`src/rtl/dsl_pkg.sv`:
```
package dsl_pkg;
    localparam int DATA_W  = 8;
    localparam int ADDR_W  = 8;
    localparam int PTR_W   = 3;
    localparam int NUM_CH  = 2;
    localparam int CH_W    = (NUM_CH > 1) ? $clog2(NUM_CH) : 1;

    localparam logic [ADDR_W-1:0] PORT_BASE = 8'hFC;

    localparam logic [PTR_W-1:0] REG_PTR   = 3'd0;
    localparam logic [PTR_W-1:0] REG_STAT1 = 3'd1;
    localparam logic [PTR_W-1:0] REG_VEC   = 3'd2;
    localparam logic [PTR_W-1:0] REG_CFG   = 3'd5;

    localparam int CFG_LO_BIT = 1;
    localparam int CFG_HI_BIT = 7;
    localparam int OVR_BIT    = 5;

    typedef struct packed {
        logic            hit;
        logic            is_ctrl;
        logic [CH_W-1:0] ch;
    } dsl_sel_t;

    function automatic logic [DATA_W-1:0] make_status0(
        input logic cfg_lo, input logic cfg_hi, input logic held);
        logic [DATA_W-1:0] s;
        s    = '0;
        s[5] = cfg_lo;
        s[3] = cfg_hi;
        s[2] = ~held;
        s[0] = held;
        return s;
    endfunction

    function automatic logic [DATA_W-1:0] make_status1(input logic ovr);
        logic [DATA_W-1:0] s;
        s          = '0;
        s[OVR_BIT] = ovr;
        return s;
    endfunction
endpackage

```
`src/rtl/dsl_decode.sv`:
```
module dsl_decode
    import dsl_pkg::*;
(
    input  logic [ADDR_W-1:0] addr,
    output dsl_sel_t          sel
);
    localparam int LOW_BITS = 1 + CH_W;

    always_comb begin
        sel.hit     = (addr[ADDR_W-1:LOW_BITS] == PORT_BASE[ADDR_W-1:LOW_BITS]);
        sel.is_ctrl = addr[0];
        sel.ch      = addr[LOW_BITS-1:1];
    end
endmodule

```
`src/rtl/dsl_channel.sv`:
```
module dsl_channel
    import dsl_pkg::*;
#(
    parameter bit OWNS_VECTOR = 1'b0
) (
    input  logic              clk,
    input  logic              rst,
    input  logic              acc_rd,
    input  logic              acc_wr,
    input  logic              is_ctrl,
    input  logic [DATA_W-1:0] wdata,
    input  logic [DATA_W-1:0] vector_in,
    output logic [DATA_W-1:0] rd_val,
    output logic              vec_ld
);
    logic [PTR_W-1:0]  ptr_q;
    logic              cfg_lo_q, cfg_hi_q;
    logic              ovr_q;
    logic              held_q;
    logic [DATA_W-1:0] hold_q;

    logic ctrl_wr, ctrl_rd, data_wr, data_rd;

    always_comb begin
        ctrl_wr = acc_wr &  is_ctrl;
        ctrl_rd = acc_rd &  is_ctrl;
        data_wr = acc_wr & ~is_ctrl;
        data_rd = acc_rd & ~is_ctrl;
        vec_ld  = OWNS_VECTOR && ctrl_wr && (ptr_q == REG_VEC);
    end

    always_comb begin
        rd_val = '0;
        if (is_ctrl) begin
            case (ptr_q)
                REG_PTR:   rd_val = make_status0(cfg_lo_q, cfg_hi_q, held_q);
                REG_STAT1: rd_val = make_status1(ovr_q);
                REG_VEC:   rd_val = OWNS_VECTOR ? vector_in : '0;
                default:   rd_val = '0;
            endcase
        end else if (held_q) begin
            rd_val = hold_q;
        end
    end

    always_ff @(posedge clk) begin
        if (rst) begin
            ptr_q    <= '0;
            cfg_lo_q <= 1'b0;
            cfg_hi_q <= 1'b0;
            ovr_q    <= 1'b0;
            held_q   <= 1'b0;
            hold_q   <= '0;
        end else begin
            if (ctrl_wr) begin
                case (ptr_q)
                    REG_PTR:   ptr_q <= wdata[PTR_W-1:0];
                    REG_STAT1: ovr_q <= 1'b0;
                    REG_CFG: begin
                        cfg_lo_q <= wdata[CFG_LO_BIT];
                        cfg_hi_q <= wdata[CFG_HI_BIT];
                    end
                    default: ;
                endcase
                if (ptr_q != REG_PTR) ptr_q <= '0;
            end
            if (ctrl_rd) ptr_q <= '0;
            if (data_wr) begin
                if (held_q) ovr_q <= 1'b1;
                held_q <= 1'b1;
                hold_q <= wdata;
            end
            if (data_rd) held_q <= 1'b0;
        end
    end

    AST_PTR_RETURNS: assert property (@(posedge clk) disable iff (rst)
        ((ctrl_wr || ctrl_rd) && ptr_q != REG_PTR) |=> (ptr_q == REG_PTR));
    AST_HELD_SET: assert property (@(posedge clk) disable iff (rst)
        data_wr |=> held_q);
    AST_OVR_ON_DOUBLE: assert property (@(posedge clk) disable iff (rst)
        (data_wr && held_q) |=> ovr_q);
    AST_OVR_STICKY: assert property (@(posedge clk) disable iff (rst)
        (ovr_q && !(ctrl_wr && ptr_q == REG_STAT1)) |=> ovr_q);
    AST_TAKE_CLEARS: assert property (@(posedge clk) disable iff (rst)
        data_rd |=> !held_q);
endmodule

```
`src/rtl/dsl_serial_top.sv`:
```
module dsl_serial_top
    import dsl_pkg::*;
(
    input  logic              clk,
    input  logic              rst,
    input  logic [ADDR_W-1:0] addr,
    input  logic [DATA_W-1:0] wdata,
    input  logic              rd,
    input  logic              wr,
    output logic [DATA_W-1:0] rdata
);
    dsl_sel_t          sel;
    logic [DATA_W-1:0] vector_q;
    logic [DATA_W-1:0] ch_val [NUM_CH];
    logic [NUM_CH-1:0] vec_ld;
    logic              rd_only;

    dsl_decode u_decode (
        .addr (addr),
        .sel  (sel)
    );

    assign rd_only = rd & ~wr;

    for (genvar g = 0; g < NUM_CH; g++) begin : g_ch
        logic mine;
        assign mine = sel.hit && (sel.ch == CH_W'(g));
        dsl_channel #(
            .OWNS_VECTOR (g == NUM_CH - 1)
        ) u_ch (
            .clk       (clk),
            .rst       (rst),
            .acc_rd    (mine & rd_only),
            .acc_wr    (mine & wr),
            .is_ctrl   (sel.is_ctrl),
            .wdata     (wdata),
            .vector_in (vector_q),
            .rd_val    (ch_val[g]),
            .vec_ld    (vec_ld[g])
        );
    end

    always_ff @(posedge clk) begin
        if (rst) begin
            vector_q <= '0;
            rdata    <= '0;
        end else begin
            if (|vec_ld) vector_q <= wdata;
            rdata <= (rd_only && sel.hit) ? ch_val[sel.ch] : '0;
        end
    end

    AST_RDATA_QUIET: assert property (@(posedge clk) disable iff (rst)
        !rd |=> (rdata == '0));
    AST_BOTH_STROBES: assert property (@(posedge clk) disable iff (rst)
        (rd && wr) |=> (rdata == '0));
    AST_VEC_HOLD: assert property (@(posedge clk) disable iff (rst)
        !(wr && sel.hit && sel.is_ctrl) |=> $stable(vector_q));
    AST_ONE_VEC_LOAD: assert property (@(posedge clk) disable iff (rst)
        $onehot0(vec_ld));
endmodule

```
`config.mk`:
```
export PLATFORM = sky130hd
export DESIGN_NAME = dsl_serial_top
export DESIGN_NICKNAME = d
export VERILOG_FILES = /design/src/rtl/dsl_pkg.sv /design/src/rtl/dsl_decode.sv /design/src/rtl/dsl_channel.sv /design/src/rtl/dsl_serial_top.sv
export SDC_FILE = /design/constraint.sdc
export NUM_CORES = 1
export LEC_CHECK = 0
export ABC_AREA = 1
export BUFFER_PORTS_ARGS = -buffer_cell sky130_fd_sc_hd__buf_2
export CAP_MARGIN = 10
export CORE_ASPECT_RATIO = 1.4
export CORE_UTILIZATION = 40
export DETAILED_ROUTE_END_ITERATION = 16
export HOLD_SLACK_MARGIN = 0.12
export SETUP_SLACK_MARGIN = 0.5
export SLEW_MARGIN = 0
export SYNTH_ARGS = -nofsm -noshare
export SYNTH_HDL_FRONTEND = slang
export SYNTH_HIERARCHICAL = 1
export SYNTH_SLANG_ARGS = --single-unit
```
`constraint.sdc`:
```
create_clock -name clk -period 2 [get_ports clk]
set_input_delay 0.1 -clock clk [delete_from_list [all_inputs] [get_ports clk]]
set_output_delay 0.1 -clock clk [all_outputs]
set_load 0.03 [all_outputs]
```
==> run_results.csv, run 1 <==
group,metric,value,unit
worst_hold_path,min_to,"vector_q[0]",
yosys,synth_nets,390,
worst_setup_path,r2r-start,"g_ch[1].u_ch/ptr_q[1]",
timing,fin_crit_sh,67.9,%
yosys,yosys-top-cells-count,"nor2_1, nand2_1, inv_1, dfxtp_1, o21ai_0",
clock_tree,clk_latency,0.30,ns
place,dp_slack,0.471,ns
grt,grt_pass1_vias,2081,
cells_and_area,num-nets-final,422,
yosys,yosysTopAreaCell,"dfxtp_1",
yosys,syn_area,0.00242,mm2
clock_tree,clk_pin_slew,0.09,ns
worst_setup_path,critPathKind,"reg -> reg",
cells_and_area,area_delta_synth_final,13.4,%
clock_tree,cts.htree.levels,2,
worst_setup_path,reg2reg_to,"rdata[1]",
clock_tree,clockBufferDepth,2,
timing,max_clock_freq,736,MHz
yosys,synth_top_area_share,38.0,%
clock_tree,cts_tree,"yes",
worst_hold_path,hold_class,"in -> reg",
clock_tree,clock-sinks,46,
timing,layout_setup_ws,0.641,ns
timing,fin_tns_setup,0,ns
timing,timing.final.hold_violations,0,
power,vdd_drop_max,0.364,mV
yosys,synth_edf_count,0,
place,place_congestion,0.902,
timing,setup_viol,0,
yosys,yosysMostFrequentCell,"nor2_1",
die,dieArea,0.00637,mm2
power,powerDensity,643,mW/mm2
yosys,synthFlopType,"dfxtp_1",
timing,rsz0062_at_grt,"true",
timing,period_needed,1.36,ns
worst_hold_path,holdPathStages,3,
cells_and_area,layout-drive-gt1-share,17.9,%
worst_setup_path,cp-start-kind,"flip-flop",
worst_setup_path,cp.arrival,1.60,ns
timing,clock_skew,0.00995,ns
run_status,status,"completed",
clock_tree,cts_root_buffer,"clkbuf_8",
grt,grt_pass1_wl,9430,um
yosys,ys_async_sr_fraction,0,%
clock_tree,numCtsBuffers,5,
cells_and_area,n_antenna_cell,0,
worst_setup_path,r2r_cells,6,
cells_and_area,fin_cells,473,
drt,wl_per_cell,11.7,um
die,die_y,94.1,um
place,hpwlAfterDp,4130,um
drt,vias,2208,
die,num_rows,33,
die,ioPinCount,28,
yosys,ys_seq_area_share,38.0,%
drt,drt_iter0_markers,150,
drt,routed_wl,5520,um
grt,grt_max_degree,17,
grt,antenna_found_initial,0,
drt,viasPerCell,4.67,
grt,overflow,0,
yosys,syn_area_per_cell,6.54,um2
worst_setup_path,worstSetupEndpointType,"flip-flop",
worst_hold_path,min_from,"wdata[0]",
worst_setup_path,cp.required,2.24,ns
yosys,ys_ff_latch,46,
die,start_util,41.3,%
power,power_leakage,1.31,nW
yosys,ys_warn_count,6,
yosys,ys_types,28,
drt,first_pass_iters,4,
run,drv_cap,0,
yosys,synth_area_leaders,"dfxtp_1, nor2_1, nand2_1, inv_1, o21ai_0",
grt,track_usage,20.0,%
drt,drc,0,
die,coreArea,0.00586,mm2
yosys,synthCells,370,
place,dpl.cell_count,456,
worst_setup_path,cp_max_fo,7,
worst_setup_path,startpoint,"g_ch[1].u_ch/ptr_q[1]",
worst_setup_path,reg2reg_slack,0.64,ns
timing,final-max-slew-violation-count,0,
die,fp.dieW,67.8,um
place,io_buffer_count,27,
drt,postRouteAntennaNets,0,
report_power, final:
part / internal (W) / total, W / switching [W]
clock: 0.000373 / 0.000692 / 0.000318
combinational: 0.0000527 / 0.000140 / 0.0000870
sequential: 0.000927 / 0.000935 / 0.00000715
what timing repair did:
| item | in CTS | in global routing |
|---|---|---|
| hold buffers | 6 | 0 |
| setup buffers | 0 | 2 |
| resized for setup | 0 | 4 |
| endpoints found under the setup margin | 0 | 15 |
| hold endpoints to repair | 10 | 0 |
through the flow:
stage          util [%]  power [W]  hold slack [ns]  instance area (um2)
2_1_floorplan         -    0.00105            0.162                 2430
3_3_place_gp       43.2    0.00108            0.353                 2530
3_5_place_dp       43.2    0.00108            0.358                 2530
4_1_cts            46.1    0.00179            0.120                 2710
5_1_grt            46.8    0.00185            0.131                 2750
6_report           46.8    0.00177            0.112                 2750
area by class of cell:
| type | instances | area, um2 |
|---|---|---|
| clock buffers | 6 | 72.6 |
| well taps | 70 | 87.6 |
| repair buffers | 37 | 238 |
| inverters | 62 | 246 |
| clock inverters | 2 | 37.5 |
| flip-flops and latches | 46 | 923 |
| repair inverters | 1 | 7.51 |
| fillers | 661 | 3120 |
| multi-input cells | 249 | 1130 |
registers in the layout, summed over array words and instances (netlist names):
name                flops
vector_q                8
g_ch.u_ch/ovr_q         2
g_ch.u_ch/ptr_q         6
g_ch.u_ch/held_q        2
g_ch.u_ch/hold_q       16
rdata                   8
g_ch.u_ch/cfg_hi_q      2
g_ch.u_ch/cfg_lo_q      2
worst max-delay path: stages, from the launching register on:
cell	delay (ns)
dfxtp_1	0.53
nand4_1	0.23
o21ai_0	0.29
nand2_1	0.08
inv_1	0.06
nor2_1	0.04
nor2_1	0.08
metal layers:
metal | GRT usage (%) | up-vias | routed length (um)
met5 | 0 | - | 0
met4 | 7.45 | 0 | 121
met3 | 4.49 | 8 | 137
met2 | 35.5 | 30 | 2890
met1 | 22.5 | 995 | 2370
li1 | - | 1175 | -
logic make-up (layout without fill, tap and decap cells):
kind of cell,after synthesis,after routing,share of synthesized area [%]
simple gates,207,207,36.8
buf+inv,75,108,15.4
flops,46,46,38.0
compound gates,41,41,9.56
other cells,1,1,0.155
worst max-delay path by stage:
stage / slack (ns) / to / depth (start not counted)
after floorplan: 0.56 / vector_q[0] / 11
after global placement: 0.49 / g_ch[0].u_ch/ovr_q / 12
after detailed placement: 0.47 / g_ch[0].u_ch/cfg_lo_q / 12
after CTS: 0.51 / rdata[1] / 7
after global routing: 0.47 / rdata[1] / 6
final: 0.64 / rdata[1] / 6
cell usage in the layout (no fill, tap or decap), drive strengths merged:
| master | count |
|---|---|
| clkinv | 1 |
| conb | 1 |
| dlygate4sd3 | 6 |
| nand4 | 6 |
| o21ai | 30 |
| nand3b | 2 |
| nor2 | 97 |
| nand3 | 12 |
| nor3 | 2 |
| bufinv | 1 |
| clkinvlp | 3 |
| inv | 60 |
| a21oi | 11 |
| clkbuf | 6 |
| buf | 31 |
| dfxtp | 46 |
| nand2 | 88 |
No activity file was read; power rests on OpenSTA's default activity.
==> inputs of run 2 (changes only) <==
--- a/config.mk
+++ b/config.mk
@@ -5,7 +5,7 @@
 export SDC_FILE = /design/constraint.sdc
 export NUM_CORES = 1
 export LEC_CHECK = 0
-export ABC_AREA = 1
+export ABC_AREA = 0
 export BUFFER_PORTS_ARGS = -buffer_cell sky130_fd_sc_hd__buf_2
 export CAP_MARGIN = 10
 export CORE_ASPECT_RATIO = 1.4
==> constraint.sdc (replaced) <==
create_clock -name clk -period 1.35 [get_ports clk]
set_input_delay 0.0675 -clock clk [delete_from_list [all_inputs] [get_ports clk]]
set_output_delay 0.0675 -clock clk [all_outputs]
set_load 0.03 [all_outputs]
==> run 2 against run 1 <==
Compared with the run above: first-iteration DRC count decreased by 51%; die area decreased by 8.4%; final cell count decreased by 19%; highest routed layer unchanged; via count decreased by 9.6%; largest power group unchanged; global-route usage decreased by 0.18 points.
==> run_results.csv, run 2 <==
group,metric,value,unit
yosys,muxShareOfSynthArea,6.39,%
clock_tree,clockBufferDepth,2,
worst_setup_path,cp.arrival,1.49,ns
cells_and_area,largest_register,"g_ch.u_ch/hold_q",
drt,viasPerCell,5.22,
drt,vias,1995,
yosys,ys_seq_area_share,41.6,%
power,vdd_drop_max,0.545,mV
timing,setup_viol,0,
timing,fin_tns_setup,0,ns
yosys,syn_area,0.00221,mm2
yosys,yosysMostFrequentCell,"nand2_1",
worst_hold_path,hold_class,"in -> reg",
drt,routed_wl,5690,um
run,drv_cap,0,
clock_tree,cts.htree.levels,2,
yosys,syn_area_per_cell,8.67,um2
clock_tree,cts_root_buffer,"clkbuf_8",
yosys,synth_top_family_by_area,"simple AND/OR/NAND/NOR gates",
timing,clock_skew,0.0115,ns
cells_and_area,final_common_cell,"nand2_1",
die,coreArea,0.00524,mm2
yosys,yosysTopAreaCell,"dfxtp_1",
clock_tree,cts_tree,"yes",
die,num_rows,31,
yosys,synth_area_leaders,"dfxtp_1, nand2_1, a21oi_1, mux2i_1, nand2b_1",
power,powerDensity,777,mW/mm2
place,hpwlAfterDp,3590,um
yosys,yosys-top-cells-count,"nand2_1, dfxtp_1, a21oi_1, nor2_1, mux2i_1",
cells_and_area,final.fill_count,468,
power,power_leakage,1.17,nW
drt,postRouteAntennaNets,0,
die,dieArea,0.00584,mm2
drt,wl_per_cell,14.9,um
cells_and_area,reg_top3,"g_ch.u_ch/hold_q: 16 flops, rdata: 8 flops, vector_q: 8 flops",
yosys,synth_fa_ha_area_share,0,%
yosys,ys_warn_count,6,
yosys,synthFlopType,"dfxtp_1",
run_status,status,"completed",
grt,grt_max_degree,21,
yosys,ys_types,44,
grt,grt_pass1_wl,9100,um
cells_and_area,num-nets-final,335,
yosys,synth_nets,275,
place,place_area,0.00247,mm2
yosys,synthCells,255,
timing,rsz0062_at_grt,"true",
clock_tree,numCtsBuffers,5,
yosys,ys_ff_latch,46,
clock_tree,clock-sinks,46,
clock_tree,clk_latency,0.30,ns
cells_and_area,largest_reg_flops,16,
cells_and_area,layout-drive-gt1-share,45.3,%
worst_setup_path,cp_max_fo,3,
grt,antenna_found_initial,0,
timing,final-max-slew-violation-count,0,
timing,timing.final.hold_violations,0,
cells_and_area,final_util,59.6,%
die,fp.dieW,64.9,um
place,io_buffer_count,27,
place,place_congestion,0.758,
grt,grt_pass1_vias,1916,
yosys,synth_compound_area_share,15.6,%
worst_setup_path,cp.required,1.55,ns
die,die_y,90.0,um
yosys,synth-xor-area-share,0,%
cells_and_area,area_delta_synth_final,41.2,%
yosys,synth_edf_count,0,
timing,period_needed,1.29,ns
grt,track_usage,19.9,%
worst_setup_path,critPathKind,"reg -> reg",
worst_setup_path,worstSetupEndpointType,"flip-flop",
timing,max_clock_freq,773,MHz
die,start_util,42.2,%
cells_and_area,final_cell_mix,"nand2_1, dfxtp_1, buf_4",
drt,drc,0,
die,ioPinCount,28,
yosys,ys_async_sr_fraction,0,%
yosys,synth-simple-area-share,30.8,%
worst_setup_path,cp-start-kind,"flip-flop",
cells_and_area,n_antenna_cell,0,
timing,hold_slack,0.217,ns
clock_tree,clk_pin_slew,0.09,ns
yosys,synth_top_area_share,41.6,%
drt,first_pass_iters,4,
timing,fin_crit_sh,95.9,%
drt,drt_iter0_markers,74,
cells_and_area,final_area,0.00312,mm2
grt,overflow,0,
run 2: changes by cell type in the layout (fill, tap and decap cells not counted), sizes merged, moves of 11 or more:
| cell | before | now |
|---|---|---|
| nand2b | 0 | 11 |
| inv | 60 | 2 |
| a21oi | 11 | 30 |
| mux2i | 0 | 13 |
| buf | 31 | 62 |
| o21ai | 30 | 11 |
| nor2 | 97 | 16 |
| nand2 | 88 | 47 |
run 2: layout make-up:
| class | instances | area, um2 | area share [%] |
|---|---|---|---|
| flip-flops and latches | 46 | 950 | 30.4 |
| clock buffers | 6 | 72.6 | 2.32 |
| inverters | 2 | 7.51 | 0.240 |
| repair buffers | 70 | 591 | 18.9 |
| well taps | 66 | 82.6 | 2.64 |
| clock inverters | 2 | 13.8 | 0.441 |
| multi-input cells | 190 | 1410 | 45.0 |
run 2: worst max-delay path, cell delays in order (launching register included):
cell     delay (ns)
dfxtp_4        0.39
mux2i_2        0.26
nor4b_2        0.08
a221o_1        0.29
mux2i_1        0.14
nor2_1         0.05
run 2: final timing paths:
kind | to | slack, ns | from | cells past startpoint
worst max-delay path | rdata[5] | 0.06 | g_ch[1].u_ch/ptr_q[0] | 5
worst min-delay path | rdata[4] | 0.22 | rd | 4
worst max register to register | rdata[5] | 0.06 | g_ch[1].u_ch/ptr_q[0] | 5
worst min register to register | g_ch[0].u_ch/hold_q[6] | 0.46 | g_ch[0].u_ch/hold_q[6] | 2
run 2: where the power goes:
group          total, W  switching [W]  internal (W)  leakage [nW]
combinational  0.000221       0.000115      0.000106         0.743
clock          0.000840       0.000474      0.000366        0.0452
sequential      0.00137     0.00000718       0.00136         0.380
run 2: what timing repair did:
item | 4_1_cts | 5_1_grt
gates resized for setup | 53 | 51
gates cloned | 2 | 0
pin swaps | 39 | 42
hold endpoints to repair | 26 | 0
setup endpoints to repair | 54 | 54
hold buffers | 8 | 0
setup buffers | 11 | 7
run 2: cells by family after synthesis:
kind of cell,after synthesis
buffers and inverters,20
other,1
AO/OA/AOI/OAI,57
AND/OR/NAND/NOR,117
flip-flops,46
multiplexers,14
run 2: metrics by stage:
step | setup WS, ns | std cells | total power, W
2_1_floorplan | 0.0329 | 255 | 0.00151
3_3_place_gp | -0.00404 | 346 | 0.00157
3_5_place_dp | -0.0363 | 346 | 0.00157
4_1_cts | 0.0729 | 375 | 0.00242
5_1_grt | 0.0150 | 382 | 0.00251
6_report | 0.0558 | 382 | 0.00243
run 2: metal layers:
layer  global-route usage (%)  routed length [um]  vias up
met1                     22.9                2380      959
met2                     35.6                3130       27
li1                         -                   -     1003
met5                        0                   0        -
met3                     3.93                 120        6
met4                     6.30                  61        0
==> inputs of run 3 (changes only) <==
==> constraint.sdc (replaced) <==
create_clock -name clk -period 1.35 [get_ports clk]
set_input_delay 0 -clock clk [delete_from_list [all_inputs] [get_ports clk]]
set_output_delay 0 -clock clk [all_outputs]
set_load 0.03 [all_outputs]
==> run 3 against run 2 <==
Compared with the run above: worst hold slack got worse by 0.076 ns; die area did not move; critical endpoint unchanged; non-clock buffer count fell by 15; flip-flop and latch count did not move; combinational power fell by 14%; register-to-register slack barely moved; clock skew fell by 0.0016 ns; maximum frequency fell by 0.71%; power rose by 6.9%; critical path type unchanged; count of clock-buffer cells in the layout fell by 1.
==> run_results.csv, run 3 (synthesis gave the netlist of run 2 again) <==
group,metric,value,unit
run_status,status,"completed",
cells_and_area,largest_register,"g_ch.u_ch/hold_q",
timing,fin_crit_sh,96.6,%
clock_tree,numCtsBuffers,5,
place,dp_slack,0.00789,ns
grt,overflow,0,
place,hpwlAfterDp,3560,um
clock_tree,clockBufferDepth,2,
place,place_congestion,0.727,
drt,postRouteAntennaNets,0,
drt,highest_layer,"met4",
timing,timing.final.hold_violations,0,
power,switchingPower,0.000591,W
timing,period_needed,1.30,ns
drt,vias,1860,
power,p_seq_share,52.6,%
cells_and_area,num-nets-final,319,
grt,antenna_found_initial,0,
worst_setup_path,cp_num_buf_inv,1,
die,die_y,90.0,um
cells_and_area,largest_reg_flops,16,
clock_tree,clk_latency,0.30,ns
cells_and_area,area_delta_synth_final,26.9,%
cells_and_area,final_cell_mix,"nand2_1, dfxtp_1, a21oi_1",
drt,first_pass_iters,4,
timing,layout_setup_ws,0.0465,ns
worst_setup_path,critical_path.top_delay_family,"flip-flops",
die,fp.dieW,64.9,um
drt,drt-met1-wl,2150,um
timing,max_clock_freq,767,MHz
worst_setup_path,cp.required,1.54,ns
cells_and_area,layout-drive-gt1-share,32.0,%
die,coreArea,0.00524,mm2
die,num_rows,31,
drt,viasPerCell,5.08,
clock_tree,clk_pin_slew,0.09,ns
cells_and_area,reg_top3,"g_ch.u_ch/hold_q: 16 flops, rdata: 8 flops, vector_q: 8 flops",
worst_setup_path,crit_path_max_incr_delay,0.38,ns
power,pwr-share-clk,40.1,%
drt,route.met2.wl,2620,um
power,p_sw_share,22.8,%
power,vdd_drop_max,0.406,mV
worst_setup_path,cp.arrival,1.49,ns
drt,routed_wl,5050,um
worst_setup_path,critPathKind,"reg -> reg",
cells_and_area,final_common_cell,"nand2_1",
cells_and_area,multi_input_comb_area,0.00128,mm2
worst_setup_path,cp-start-kind,"flip-flop",
drt,met3_length,155,um
grt,grt_pass1_vias,1759,
worst_hold_path,hold_class,"in -> reg",
clock_tree,cts.htree.levels,2,
drt,wl_per_cell,13.8,um
worst_setup_path,crit_chain,"mux2i_1, nor4b_1, buf_4, a221o_1, mux2i_1, nor2_1",
cells_and_area,final.fill_count,514,
cells_and_area,n_antenna_cell,0,
die,start_util,42.2,%
place,io_buffer_count,27,
power,p_int,0.00200,W
cells_and_area,regArea,946,um2
drt,drc,0,
clock_tree,cts_root_buffer,"clkbuf_8",
worst_setup_path,critical_path.slowest_cell,"dfxtp_4",
timing,setup_viol,0,
timing,clock_skew,0.00993,ns
drt,drt_iter0_markers,71,
die,ioPinCount,28,
worst_setup_path,worstSetupEndpointType,"flip-flop",
power,power_leakage,1.04,nW
timing,final-max-slew-violation-count,0,
timing,rsz0062_at_grt,"true",
die,dieArea,0.00584,mm2
clock_tree,cts_tree,"yes",
power,powerDensity,924,mW/mm2
run,drv_cap,0,
grt,grt_pass1_wl,8540,um
clock_tree,clock-sinks,46,
grt,track_usage,19.1,%
grt,grt_max_degree,39,
worst_setup_path,cp_max_fo,3,
power,p_comb_share,7.3,%
worst_setup_path,cp_common_cell,"mux2i_1",
timing,hold_slack,0.141,ns
[run 3: cell count changes in the layout (fill, tap and decap cells not counted), sizes merged]
cell,change
buf,-15
and3,-1
bufinv,+1
clkbuf,-1
clkinv,-1
inv,+1
[run 3: final timing paths]
check / startpoint / endpoint / slack [ns] / depth (start not counted)
worst max register to register: g_ch[1].u_ch/ptr_q[0] / rdata[5] / 0.05 / 6
worst min register to register: g_ch[0].u_ch/hold_q[4] / g_ch[0].u_ch/hold_q[4] / 0.45 / 2
worst max-delay path: g_ch[1].u_ch/ptr_q[0] / rdata[5] / 0.05 / 6
worst min-delay path: wr / g_ch[0].u_ch/held_q / 0.14 / 4
[run 3: cell type report]
class / count / share of cell area, %
Clock buffer: 5 / 2.45
Sequential cell: 46 / 33.7
Clock inverter: 3 / 1.56
Multi-Input combinational cell: 189 / 45.6
Tap cell: 66 / 2.94
Inverter: 2 / 0.267
Timing Repair Buffer: 55 / 13.5
[run 3: metal layers]
metal / track usage [%] / vias to the layer above
met5: 0 / -
met4: 8.70 / 0
met3: 3.55 / 10
met2: 32.3 / 25
met1: 22.8 / 859
li1: - / 966
[run 3: stage by stage]
stage / instances / setup TNS [ns] / instance area (um2) / power [W] / utilization (%)
after floorplan: 255 / 0 / 2280 / 0.00150 / -
after global placement: 340 / 0 / 2440 / 0.00156 / 46.5
after detailed placement: 340 / 0 / 2440 / 0.00156 / 46.5
after CTS: 363 / 0 / 2730 / 0.00262 / 52.0
after global routing: 366 / -0.0811 / 2810 / 0.00270 / 53.6
final: 366 / 0 / 2810 / 0.00260 / 53.6
[run 3: timing repair]
action,in CTS,in global routing
pin swaps,16,9
setup buffers,7,3
resized for setup,12,21
hold buffers,8,0
cloned,0,0
hold endpoints to repair,34,0
endpoints found under the setup margin,37,47
[run 3: worst register-to-register path, delay by kind of cell, from the launching register on]
family	cells	cell delay, ns
AOI/OAI and AO/OA	1	0.25
buffers and inverters	1	0.13
DFF	1	0.38
muxes	2	0.32
and+or+nand+nor	2	0.12
[run 3: power by group through the flow]
| stage | registers [W] | clock network (W) | logic [W] |
|---|---|---|---|
| 2_1_floorplan | 0.00140 | 0 | 0.000103 |
| 3_3_place_gp | 0.00140 | 0 | 0.000156 |
| 3_5_place_dp | 0.00140 | 0 | 0.000157 |
| 4_1_cts | 0.00137 | 0.00108 | 0.000176 |
| 5_1_grt | 0.00137 | 0.00112 | 0.000211 |
| 6_report | 0.00137 | 0.00104 | 0.000190 |
